`config.mk`:
```
export PLATFORM = sky130hd
export DESIGN_NAME = pulse_accum_top
export DESIGN_NICKNAME = d
export VERILOG_FILES = /design/src/rtl/pa_pkg.sv /design/src/rtl/pa_pin_sync.sv /design/src/rtl/pa_event_sel.sv /design/src/rtl/pa_counter.sv /design/src/rtl/pa_flags.sv /design/src/rtl/pa_clk_sel.sv /design/src/rtl/pulse_accum_top.sv
export SDC_FILE = /design/constraint.sdc
export NUM_CORES = 1
export LEC_CHECK = 0
export ABC_AREA = 1
export CAP_MARGIN = 15
export CORE_UTILIZATION = 41
export CTS_BUF_LIST = sky130_fd_sc_hd__clkbuf_16
export DETAILED_ROUTE_END_ITERATION = 6
export GPL_ROUTABILITY_DRIVEN = 0
export GPL_TIMING_DRIVEN = 0
export PLACE_DENSITY = 0.72
export SYNTH_ARGS = -nofsm -noshare
export SYNTH_HDL_FRONTEND = slang
export SYNTH_SLANG_ARGS = --single-unit
```
`constraint.sdc`:
```
create_clock -name clk -period 1.45 [get_ports clk]
set_input_delay 0.29 -clock clk [delete_from_list [all_inputs] [get_ports clk]]
set_output_delay 0.29 -clock clk [all_outputs]
set_load 0.005 [all_outputs]
```
`src/rtl/pa_pkg.sv`:
```
// Package: shared types and register addresses for the pulse accumulator.
// Assumes a 2-bit register address space and 16-bit data.
package pa_pkg;
    typedef enum logic [1:0] {
        CS_PRESC    = 2'b00,
        CS_ACC      = 2'b01,
        CS_DIV_LOW  = 2'b10,
        CS_DIV_FULL = 2'b11
    } clk_sel_e;

    typedef struct packed {
        logic     fast_clr;
        clk_sel_e clk_sel;
        logic     edge_pol;
        logic     gated;
        logic     acc_on;
    } ctrl_t;

    localparam logic [1:0] A_CTRL  = 2'd0;
    localparam logic [1:0] A_COUNT = 2'd1;
    localparam logic [1:0] A_FLAGS = 2'd2;
endpackage

```
`src/rtl/pa_pin_sync.sv`:
```
// Module: synchronises the asynchronous pin and reports its level and edges.
// Assumes STAGES >= 2. Edges are one-cycle pulses taken after the last stage.
module pa_pin_sync #(
    parameter int STAGES = 2
) (
    input  logic clk,
    input  logic rst_n,
    input  logic pin_in,
    output logic pin_lvl,
    output logic rise,
    output logic fall
);
    localparam int LAST = STAGES - 1;

    logic [STAGES:0] sr;

    // Shift the pin through the synchroniser plus one history stage.
    always_ff @(posedge clk) begin
        if (!rst_n) sr <= '0;
        else        sr <= {sr[LAST:0], pin_in};
    end

    // Decode level and edges from the last two stages.
    always_comb begin
        pin_lvl = sr[LAST];
        rise    = sr[LAST] & ~sr[STAGES];
        fall    = ~sr[LAST] & sr[STAGES];
    end

    assert_edge_single_R1: assert property (@(posedge clk) disable iff (!rst_n)
        rise |=> !rise);
    assert_edge_exclusive_R1: assert property (@(posedge clk) disable iff (!rst_n)
        !(rise && fall));
endmodule

```
`src/rtl/pa_event_sel.sv`:
```
// Module: turns pin edges/level and the divide-by-64 tick into count and
// input-flag events according to mode, polarity and enables. Pure logic.
module pa_event_sel (
    input  logic acc_on,
    input  logic gated,
    input  logic edge_pol,
    input  logic tmr_en,
    input  logic div64_tick,
    input  logic pin_lvl,
    input  logic rise,
    input  logic fall,
    output logic cnt_evt,
    output logic inp_evt
);
    logic sel_edge;
    logic active_lvl;

    // Select counting event and input-flag event for the current mode.
    always_comb begin
        // Edge mode counts the chosen edge; in gated mode the same edge is the
        // trailing edge of the active level (high for 0, low for 1).
        sel_edge   = edge_pol ? rise : fall;
        active_lvl = edge_pol ? ~pin_lvl : pin_lvl;
        if (gated) cnt_evt = acc_on & tmr_en & div64_tick & active_lvl;
        else       cnt_evt = acc_on & sel_edge;
        inp_evt = acc_on & sel_edge;
    end
endmodule

```
`src/rtl/pa_counter.sv`:
```
// Module: the accumulator count register with write port and carry pulses.
// Assumes LOW_W < CNT_W. A register write overrides an increment.
module pa_counter #(
    parameter int CNT_W = 16,
    parameter int LOW_W = 8
) (
    input  logic             clk,
    input  logic             rst_n,
    input  logic             inc,
    input  logic             wr_en,
    input  logic [CNT_W-1:0] wr_data,
    output logic [CNT_W-1:0] count,
    output logic             low_carry,
    output logic             wrap
);
    localparam logic [CNT_W-1:0] ONE = {{(CNT_W-1){1'b0}}, 1'b1};

    logic adv;

    // Qualify increments and derive the carry pulses from the current value.
    always_comb begin
        adv       = inc & ~wr_en;
        low_carry = adv & (&count[LOW_W-1:0]);
        wrap      = adv & (&count);
    end

    // Update the count: reset, write, or increment.
    always_ff @(posedge clk) begin
        if (!rst_n)     count <= '0;
        else if (wr_en) count <= wr_data;
        else if (inc)   count <= count + ONE;
    end

    assert_wrap_zero_R6: assert property (@(posedge clk) disable iff (!rst_n)
        wrap |=> (count == '0));
    assert_write_wins_R6: assert property (@(posedge clk) disable iff (!rst_n)
        wr_en |=> (count == $past(wr_data)));
    assert_idle_hold_R6: assert property (@(posedge clk) disable iff (!rst_n)
        (!inc && !wr_en) |=> $stable(count));
    assert_carry_with_wrap_R5: assert property (@(posedge clk) disable iff (!rst_n)
        wrap |-> low_carry);
endmodule

```
`src/rtl/pa_flags.sv`:
```
// Module: overflow and input flags with set-over-clear priority and a
// clear permission. Assumes clr_mask bit 1 = overflow, bit 0 = input.
module pa_flags (
    input  logic       clk,
    input  logic       rst_n,
    input  logic       ovf_set,
    input  logic       inp_set,
    input  logic       clr_allowed,
    input  logic [1:0] clr_mask,
    output logic       ovf,
    output logic       inp
);
    logic [1:0] eff_clr;

    // Gate clear requests by the enable permission.
    always_comb eff_clr = clr_allowed ? clr_mask : 2'b00;

    // Hold, set or clear each flag.
    always_ff @(posedge clk) begin
        if (!rst_n) begin
            ovf <= 1'b0;
            inp <= 1'b0;
        end else begin
            ovf <= ovf_set | (ovf & ~eff_clr[1]);
            inp <= inp_set | (inp & ~eff_clr[0]);
        end
    end

    assert_ovf_set_R7: assert property (@(posedge clk) disable iff (!rst_n)
        ovf_set |=> ovf);
    assert_inp_set_R7: assert property (@(posedge clk) disable iff (!rst_n)
        inp_set |=> inp);
    assert_clear_blocked_R10: assert property (@(posedge clk) disable iff (!rst_n)
        !clr_allowed |=> (!$fell(ovf) && !$fell(inp)));
endmodule

```
`src/rtl/pa_clk_sel.sv`:
```
// Module: chooses the main timer clock enable. Pure logic; a select change
// applies as soon as the control register holds it.
module pa_clk_sel
    import pa_pkg::*;
(
    input  logic     acc_on,
    input  clk_sel_e clk_sel,
    input  logic     presc_tick,
    input  logic     acc_tick,
    input  logic     low_tick,
    input  logic     full_tick,
    output logic     tmr_tick
);
    logic [3:0] src;

    // Index the four sources by select code, forced to prescaler when off.
    always_comb begin
        src      = {full_tick, low_tick, acc_tick, presc_tick};
        tmr_tick = acc_on ? src[clk_sel] : presc_tick;
    end
endmodule

```
`src/rtl/pulse_accum_top.sv`:
```
// Module: pulse accumulator top. Holds the control register, decodes the
// register interface and connects synchroniser, event logic, counter, flags
// and clock select. Assumes CNT_W >= 8 so control fields fit the data bus.
module pulse_accum_top
    import pa_pkg::*;
#(
    parameter int CNT_W       = 16,
    parameter int LOW_W       = 8,
    parameter int SYNC_STAGES = 2
) (
    input  logic             clk,
    input  logic             rst_n,
    input  logic             pin_in,
    input  logic             tmr_en,
    input  logic             presc_tick,
    input  logic             div64_tick,
    input  logic [1:0]       bus_addr,
    input  logic             bus_wr,
    input  logic             bus_rd,
    input  logic [CNT_W-1:0] bus_wdata,
    output logic [CNT_W-1:0] bus_rdata,
    output logic             tmr_clk_tick,
    output logic             ovf_flag,
    output logic             inp_flag
);
    ctrl_t            ctrl;
    logic             pin_lvl, rise, fall;
    logic             cnt_evt, inp_evt;
    logic [CNT_W-1:0] count;
    logic             low_carry, wrap;
    logic             cnt_wr, cnt_access;
    logic [1:0]       clr_mask;
    logic [CNT_W-1:0] ctrl_word;

    // Capture control register writes.
    always_ff @(posedge clk) begin
        if (!rst_n) ctrl <= '0;
        else if (bus_wr && bus_addr == A_CTRL) begin
            ctrl.fast_clr <= bus_wdata[7];
            ctrl.clk_sel  <= clk_sel_e'(bus_wdata[5:4]);
            ctrl.edge_pol <= bus_wdata[2];
            ctrl.gated    <= bus_wdata[1];
            ctrl.acc_on   <= bus_wdata[0];
        end
    end

    // Decode count access and flag clear requests.
    always_comb begin
        cnt_wr     = bus_wr & (bus_addr == A_COUNT);
        cnt_access = (bus_wr | bus_rd) & (bus_addr == A_COUNT);
        clr_mask   = 2'b00;
        if (bus_wr && bus_addr == A_FLAGS) clr_mask = bus_wdata[1:0];
        if (ctrl.fast_clr && cnt_access)   clr_mask = 2'b11;
    end

    // Form the read view of the control register.
    always_comb begin
        ctrl_word      = '0;
        ctrl_word[0]   = ctrl.acc_on;
        ctrl_word[1]   = ctrl.gated;
        ctrl_word[2]   = ctrl.edge_pol;
        ctrl_word[5:4] = ctrl.clk_sel;
        ctrl_word[7]   = ctrl.fast_clr;
    end

    // Combinational read mux.
    always_comb begin
        case (bus_addr)
            A_CTRL:  bus_rdata = ctrl_word;
            A_COUNT: bus_rdata = count;
            A_FLAGS: bus_rdata = {{(CNT_W-2){1'b0}}, ovf_flag, inp_flag};
            default: bus_rdata = '0;
        endcase
    end

    pa_pin_sync #(.STAGES(SYNC_STAGES)) u_sync (
        .clk(clk), .rst_n(rst_n), .pin_in(pin_in),
        .pin_lvl(pin_lvl), .rise(rise), .fall(fall)
    );

    pa_event_sel u_evt (
        .acc_on(ctrl.acc_on), .gated(ctrl.gated), .edge_pol(ctrl.edge_pol),
        .tmr_en(tmr_en), .div64_tick(div64_tick), .pin_lvl(pin_lvl),
        .rise(rise), .fall(fall), .cnt_evt(cnt_evt), .inp_evt(inp_evt)
    );

    pa_counter #(.CNT_W(CNT_W), .LOW_W(LOW_W)) u_cnt (
        .clk(clk), .rst_n(rst_n), .inc(cnt_evt), .wr_en(cnt_wr),
        .wr_data(bus_wdata), .count(count), .low_carry(low_carry), .wrap(wrap)
    );

    pa_flags u_flags (
        .clk(clk), .rst_n(rst_n), .ovf_set(wrap), .inp_set(inp_evt),
        .clr_allowed(tmr_en | ctrl.acc_on), .clr_mask(clr_mask),
        .ovf(ovf_flag), .inp(inp_flag)
    );

    pa_clk_sel u_csel (
        .acc_on(ctrl.acc_on), .clk_sel(ctrl.clk_sel), .presc_tick(presc_tick),
        .acc_tick(cnt_evt), .low_tick(low_carry), .full_tick(wrap),
        .tmr_tick(tmr_clk_tick)
    );

    assert_disabled_no_count_R3: assert property (@(posedge clk) disable iff (!rst_n)
        (!ctrl.acc_on && !cnt_wr) |=> $stable(count));
    assert_gate_needs_timer_R3: assert property (@(posedge clk) disable iff (!rst_n)
        (ctrl.gated && !tmr_en && !cnt_wr) |=> $stable(count));
    assert_fast_clear_R9: assert property (@(posedge clk) disable iff (!rst_n)
        (ctrl.fast_clr && cnt_access && (tmr_en || ctrl.acc_on) && !wrap && !inp_evt)
        |=> (!ovf_flag && !inp_flag));
endmodule

```
* After elaboration in Yosys (flattened, before gate mapping)
Cells that the tools add are included.
Cells by class: eq/ne operators 2, reduce and logical (&&, ||, !) cells 7, order comparisons 1, bitwise operators 22, mux-type cells 12, add/subtract/negate cells 1
Operators by type and width (number):
- $pmux W16 S3 | 1
- $mux W16 | 2
- $add A16 B1 Y16 const B | 1
- $reduce_and A16 Y1 | 1
- $and A1 B1 Y1 | 13
- $reduce_and A8 Y1 | 1
- $mux W2 | 3
- $mux W1 | 5
- $not A1 Y1 | 5
- $or A1 B1 Y1 | 4
- $logic_and A1 B1 Y1 | 3
- $lt A2 B3 Y1 const B | 1
- $bmux W1 S2 | 1
- $eq A2 B1 Y1 const B | 1
- $eq A2 B2 Y1 const B | 1
- $logic_not A2 Y1 | 1
- $reduce_bool A2 Y1 | 1
Word-level totals: flip-flop bits (word level) 27, word-level logic and storage cells 54, output and inout bits 19

* Logic depth before layout (Yosys ltp)
word-level depth 10, depth in mapped cells 10, mapped depth without buffers 10

* Modules after synthesis
From an unflattened synthesis, not the netlist that was laid out.
Second synthesis, totals: cells, all modules 301, area, all modules 1843.0 um^2
Modules (own cells, without submodules):
- pa_counter | cells an instance 157, area an instance 1008.5 um^2, instances 1
- pulse_accum_top | cells an instance 92, area an instance 534.3 um^2, instances 1
- pa_pin_sync | cells an instance 13, area an instance 100.1 um^2, instances 1
- pa_flags | cells an instance 11, area an instance 83.8 um^2, instances 1
- pa_event_sel | cells an instance 16, area an instance 65.1 um^2, instances 1
- pa_clk_sel | cells an instance 12, area an instance 51.3 um^2, instances 1

* Worst setup path before layout
No wires, ideal clock.
path type register to output, start point reg u_cnt.count[0], end point out tmr_clk_tick, stages on the path, launching flop included 10, arrival time 1327 ps, setup slack -167 ps, required time 1160 ps, path through dfxtp_1 -> ha_1 -> nand3_1 -> nor2_2 -> nand3_1 -> nor2_1 -> nand3_1 -> nand2_1 -> nand3_1 -> a21oi_1
On the way: longest elaborated chain between the ends 5
RTL lines:
- from (decl) | line pa_counter.sv:12 | output logic [CNT_W-1:0] count,
- from (signal assigned) | line pa_counter.sv:30 | else if (wr_en) count <= wr_data;
- from (signal assigned) | line pa_counter.sv:31 | else if (inc) count <= count + ONE;
- $reduce_and A16 Y1 / $reduce_and A8 Y1 (equally long branches) | line pa_counter.sv:24, pa_counter.sv:23
- $and A1 B1 Y1 (on tied branches) | line pa_counter.sv:24, pa_counter.sv:23
- $bmux W1 S2 (*) | line pa_clk_sel.sv:19 | tmr_tick = acc_on ? src[clk_sel] : presc_tick;
- $mux W1 (implied by the code) (*) | line pa_clk_sel.sv:19
- $mux W1 (*) | line pa_clk_sel.sv:19
- to (decl) | line pulse_accum_top.sv:22 | output logic tmr_clk_tick,
Mark *: on every way between the ends. The rest lies on a longest branch, timed or not. The select of a mux whose other input is x is not followed.

* Worst setup path in the final report
Ends and elaborated chain as after synthesis.

==> impl_results.md <==
* Crit path time final at 2.025 ns
* Clock share of power at 36.5%
* Seq. cell area at 575.6 um^2
* Max Cap Viol at 0
* Htree depth at 1
* Hold path startpoint: u_sync.sr[0]
* Number of vias per cell at 5.568
* Net Sw Frac at 27.52%
* Post-route insts no fill at 391
* Final hold violations at 0
* Kind of end point of the critical path: output pin
* Worst Skew at 0.002687 ns
* Antenna Cells at 0
* Clock transition at path regs at 0.07 ns
* Initial antenna violation count at 0
* Critical Path Fanout Max at 2
* Critical path, cell by cell: ha_4 > nand3_4 > nor2_4 > nand3_2 > nor2_2 > nand3_2 > nand2_1 > nand3_2 > a21oi_2 > buf_2
* Initial drt markers at 280
* Multi-input gate area at 0.001197 mm^2
* Power Dens Cells at 636.1 mW/mm^2
* Antenna Violating Nets Remaining at 0
* Largest stage delay, worst path at 0.37 ns
* Leakage at 1.157 nW
* CTS tree: done
* CP delay by family, top: simple AND/OR/NAND/NOR gates
* All-Layer GR Usage at 28.58%
* Die Span X at 66.24 um
* Initial core utilization at 44.53%
* Worst skew pair latency at 0.27 ns
* CP Class: register to output pin
* Post-synth net total at 289
* Crit path launch type: register
* WL final at 6708 um
* Nets at 371
* Post-Synthesis Cells at 262
* I/O Buffers at 44
* Max rail drop VDD at 358.2 uV
* Fill cells at 266
* Final period utilization at 139.7%
* CP most frequent cell: nand3_2
* # DRC at 0
* Synth unique cells at 31
* Hpwl dp at 3510 um
* Finish-stage setup viols at 16
* Die ar. at 0.004387 mm^2
* Vias in the first global route at 1959
* Pint at 1.304 mW
* Clk root buf: clkbuf_16
* Pre-CTS setup slack at -0.9595 ns
* WP buf/inv at 1
* Register bit total from synthesis at 27
* Hold Path Class: register to register
* Total number of vias at 2177
* Worst path required time at 1.16 ns
* Psw at 495.2 uW
* Gate power share at 19.0%
* WHS at 0.4119 ns
* Flop pwr share at 44.4%
* Sequential-to-total area share from yosys stat at 31.95%
* # placed instances at 354
* Final Max Tran Viols at 0
* Outcome: finished with violations
* Worst-margin pin slew at 0.4856 ns
* Reg-to-reg startpoint: u_cnt.count[0]
* First-pass GRT wire length at 9328 um
* # IOs at 45
* CP arrival at 1.74 ns
* Max Freq at 493.7 MHz
* Die outline height at 66.24 um
* Total CTS buffers at 3
* Share of layout cells above drive strength 1 at 40.23%
* Relative max-transition margin at 67.62%
* CTS Buffer Depth at 2
* TritonRoute pass-1 iters at 6
* Cell Rows at 22
* GRT overflow at 0
* Failing checks: setup timing
* Final WS setup at -0.5754 ns
* Crit-path slowest cell: dfxtp_4
* Worst Setup SP: u_cnt.count[0]
* Core Area at 0.003799 mm^2
* RSZ-0062 raised after global routing: true
* Largest net degree at the start of global routing at 16
* Syn Area/Cell at 6.457 um^2
* Total number of yosys warnings at 0
* Clk sink count at 27
* Area growth syn-to-layout at 67.23%
* Post-DR wirelength/cell at 17.16 um
* Cell Area, Synth at 0.001692 mm^2
worst paths after layout:
path         depth (start not counted)  slack [ns]            to
min                                  2        0.41  u_sync.sr[1]
max reg2reg                         12       -0.34   u_flags.ovf
min reg2reg                          2        0.41  u_sync.sr[1]
max                                 10       -0.58  tmr_clk_tick
cell families after synthesis:
group | synth area share (%)
AND/OR/NAND/NOR | 36.91
XOR/XNOR | 4.660
flip-flops | 31.95
buffers and inverters | 10.28
adder cells (fa/ha/maj) | 0.7395
AO/OA/AOI/OAI | 15.46
what timing repair did:
item / CTS / global route
setup buffers: 26 / 11
hold buffers: 0 / 0
gates cloned: 3 / 0
endpoints found under the setup margin: 38 / 26
gates resized for setup: 110 / 71
pin swaps: 30 / 25
synthesized netlist by cell type:
cell      number  area share, %
a21oi_1       13            3.8
a22o_1         1           0.52
a31oi_1       11            4.1
buf_2          1           0.30
buf_4          1           0.44
buf_6          1           0.67
clkbuf_1       3           0.67
dfxtp_1       27             32
ha_1           1           0.74
inv_1         31            6.9
inv_12         1           0.96
inv_4          1           0.37
nand2_1       74             16
nand2_2        3            1.1
nand2_4        2            1.3
nand3_1       15            4.4
nand3_2        1           0.59
nand4_1        4            1.5
nor2_1        28            6.2
nor2_2         3            1.1
nor2_4         3            2.0
nor3_1         3           0.89
nor3_2         1           0.59
o211ai_1       2           0.89
o21ai_0       17            5.0
o21ai_1        2           0.59
o221ai_1       1           0.52
or2_0          1           0.37
or2_2          1           0.37
xnor2_1        1           0.52
xor2_1         8            4.1
sequential cells by signal, summed over array words and instances (netlist names):
| name | cells |
|---|---|
| u_cnt.count | 16 |
| ctrl | 6 |
| u_sync.sr | 3 |
| u_flags.inp | 1 |
| u_flags.ovf | 1 |
worst reg2reg max path: cells and delay by family (launching register included):
kind            cells  cell delay [ns]
simple gates        5             0.55
buf+inv             5             0.53
compound gates      1             0.12
fa+ha+maj           1             0.15
flops               1             0.37
cell type report:
cell class / instances / area share (%)
repair buffers: 77 / 25.21
plain buffers: 6 / 1.813
inverters: 33 / 5.352
clock buffers: 3 / 2.654
well taps: 48 / 2.123
multi-input cells: 196 / 42.33
clock inverters: 1 / 0.1769
flip-flops and latches: 27 / 20.35
per-layer routing:
metal | vias to the layer above | part of all wire [%] | GRT usage, %
li1 | 1012 | - | -
met1 | 1003 | 38 | 33.96
met5 | - | 0 | 0
met2 | 142 | 50 | 49.23
met3 | 20 | 8.1 | 4.138
met4 | 0 | 3.0 | 14.89
metrics by stage:
| stage | setup TNS [ns] | util (%) | power [mW] | area (um^2) |
|---|---|---|---|---|
| 2_1_floorplan | -0.1034 | - | 0.9269 | 1733 |
| 3_3_place_gp | -23.84 | 58.79 | 1.060 | 2233 |
| 3_5_place_dp | -24.22 | 58.79 | 1.062 | 2233 |
| 4_1_cts | -2.997 | 69.70 | 1.724 | 2648 |
| 5_1_grt | -4.050 | 74.47 | 1.843 | 2829 |
| 6_report | -2.780 | 74.47 | 1.800 | 2829 |
layout by cell type (no fill, tap or decap), types with 3 or more instances in the layout:
master           netlist  final
nand2_1               74     56
inv_1                 31     27
nor2_1                28     23
buf_6                  1     22
clkdlybuf4s50_1        0     22
nand2_2                3     19
o21ai_0               17     13
buf_4                  1     12
dfxtp_1               27     11
a31oi_1               11     10
dfxtp_2                0     10
nand3_1               15      9
xor2_1                 8      8
buf_2                  1      8
clkbuf_2               0      8
nor2_4                 3      7
a21oi_2                0      7
nand3_2                1      6
a21oi_1               13      6
dfxtp_4                0      6
nor2_2                 3      4
o21ai_2                0      4
nand4_1                4      4
inv_6                  0      3
nand2_4                2      3
clkbuf_16              0      3
dlygate4sd2_1          0      3
power by group through the flow:
stage | combinational [mW] | sequential [mW] | clock [mW]
floorplan | 0.119 | 0.808 | 0
global placement | 0.242 | 0.818 | 0
detailed placement | 0.244 | 0.817 | 0
CTS | 0.285 | 0.795 | 0.644
global route | 0.362 | 0.802 | 0.679
finish | 0.343 | 0.800 | 0.657
Note: power is estimated with default switching activity, not from simulation.
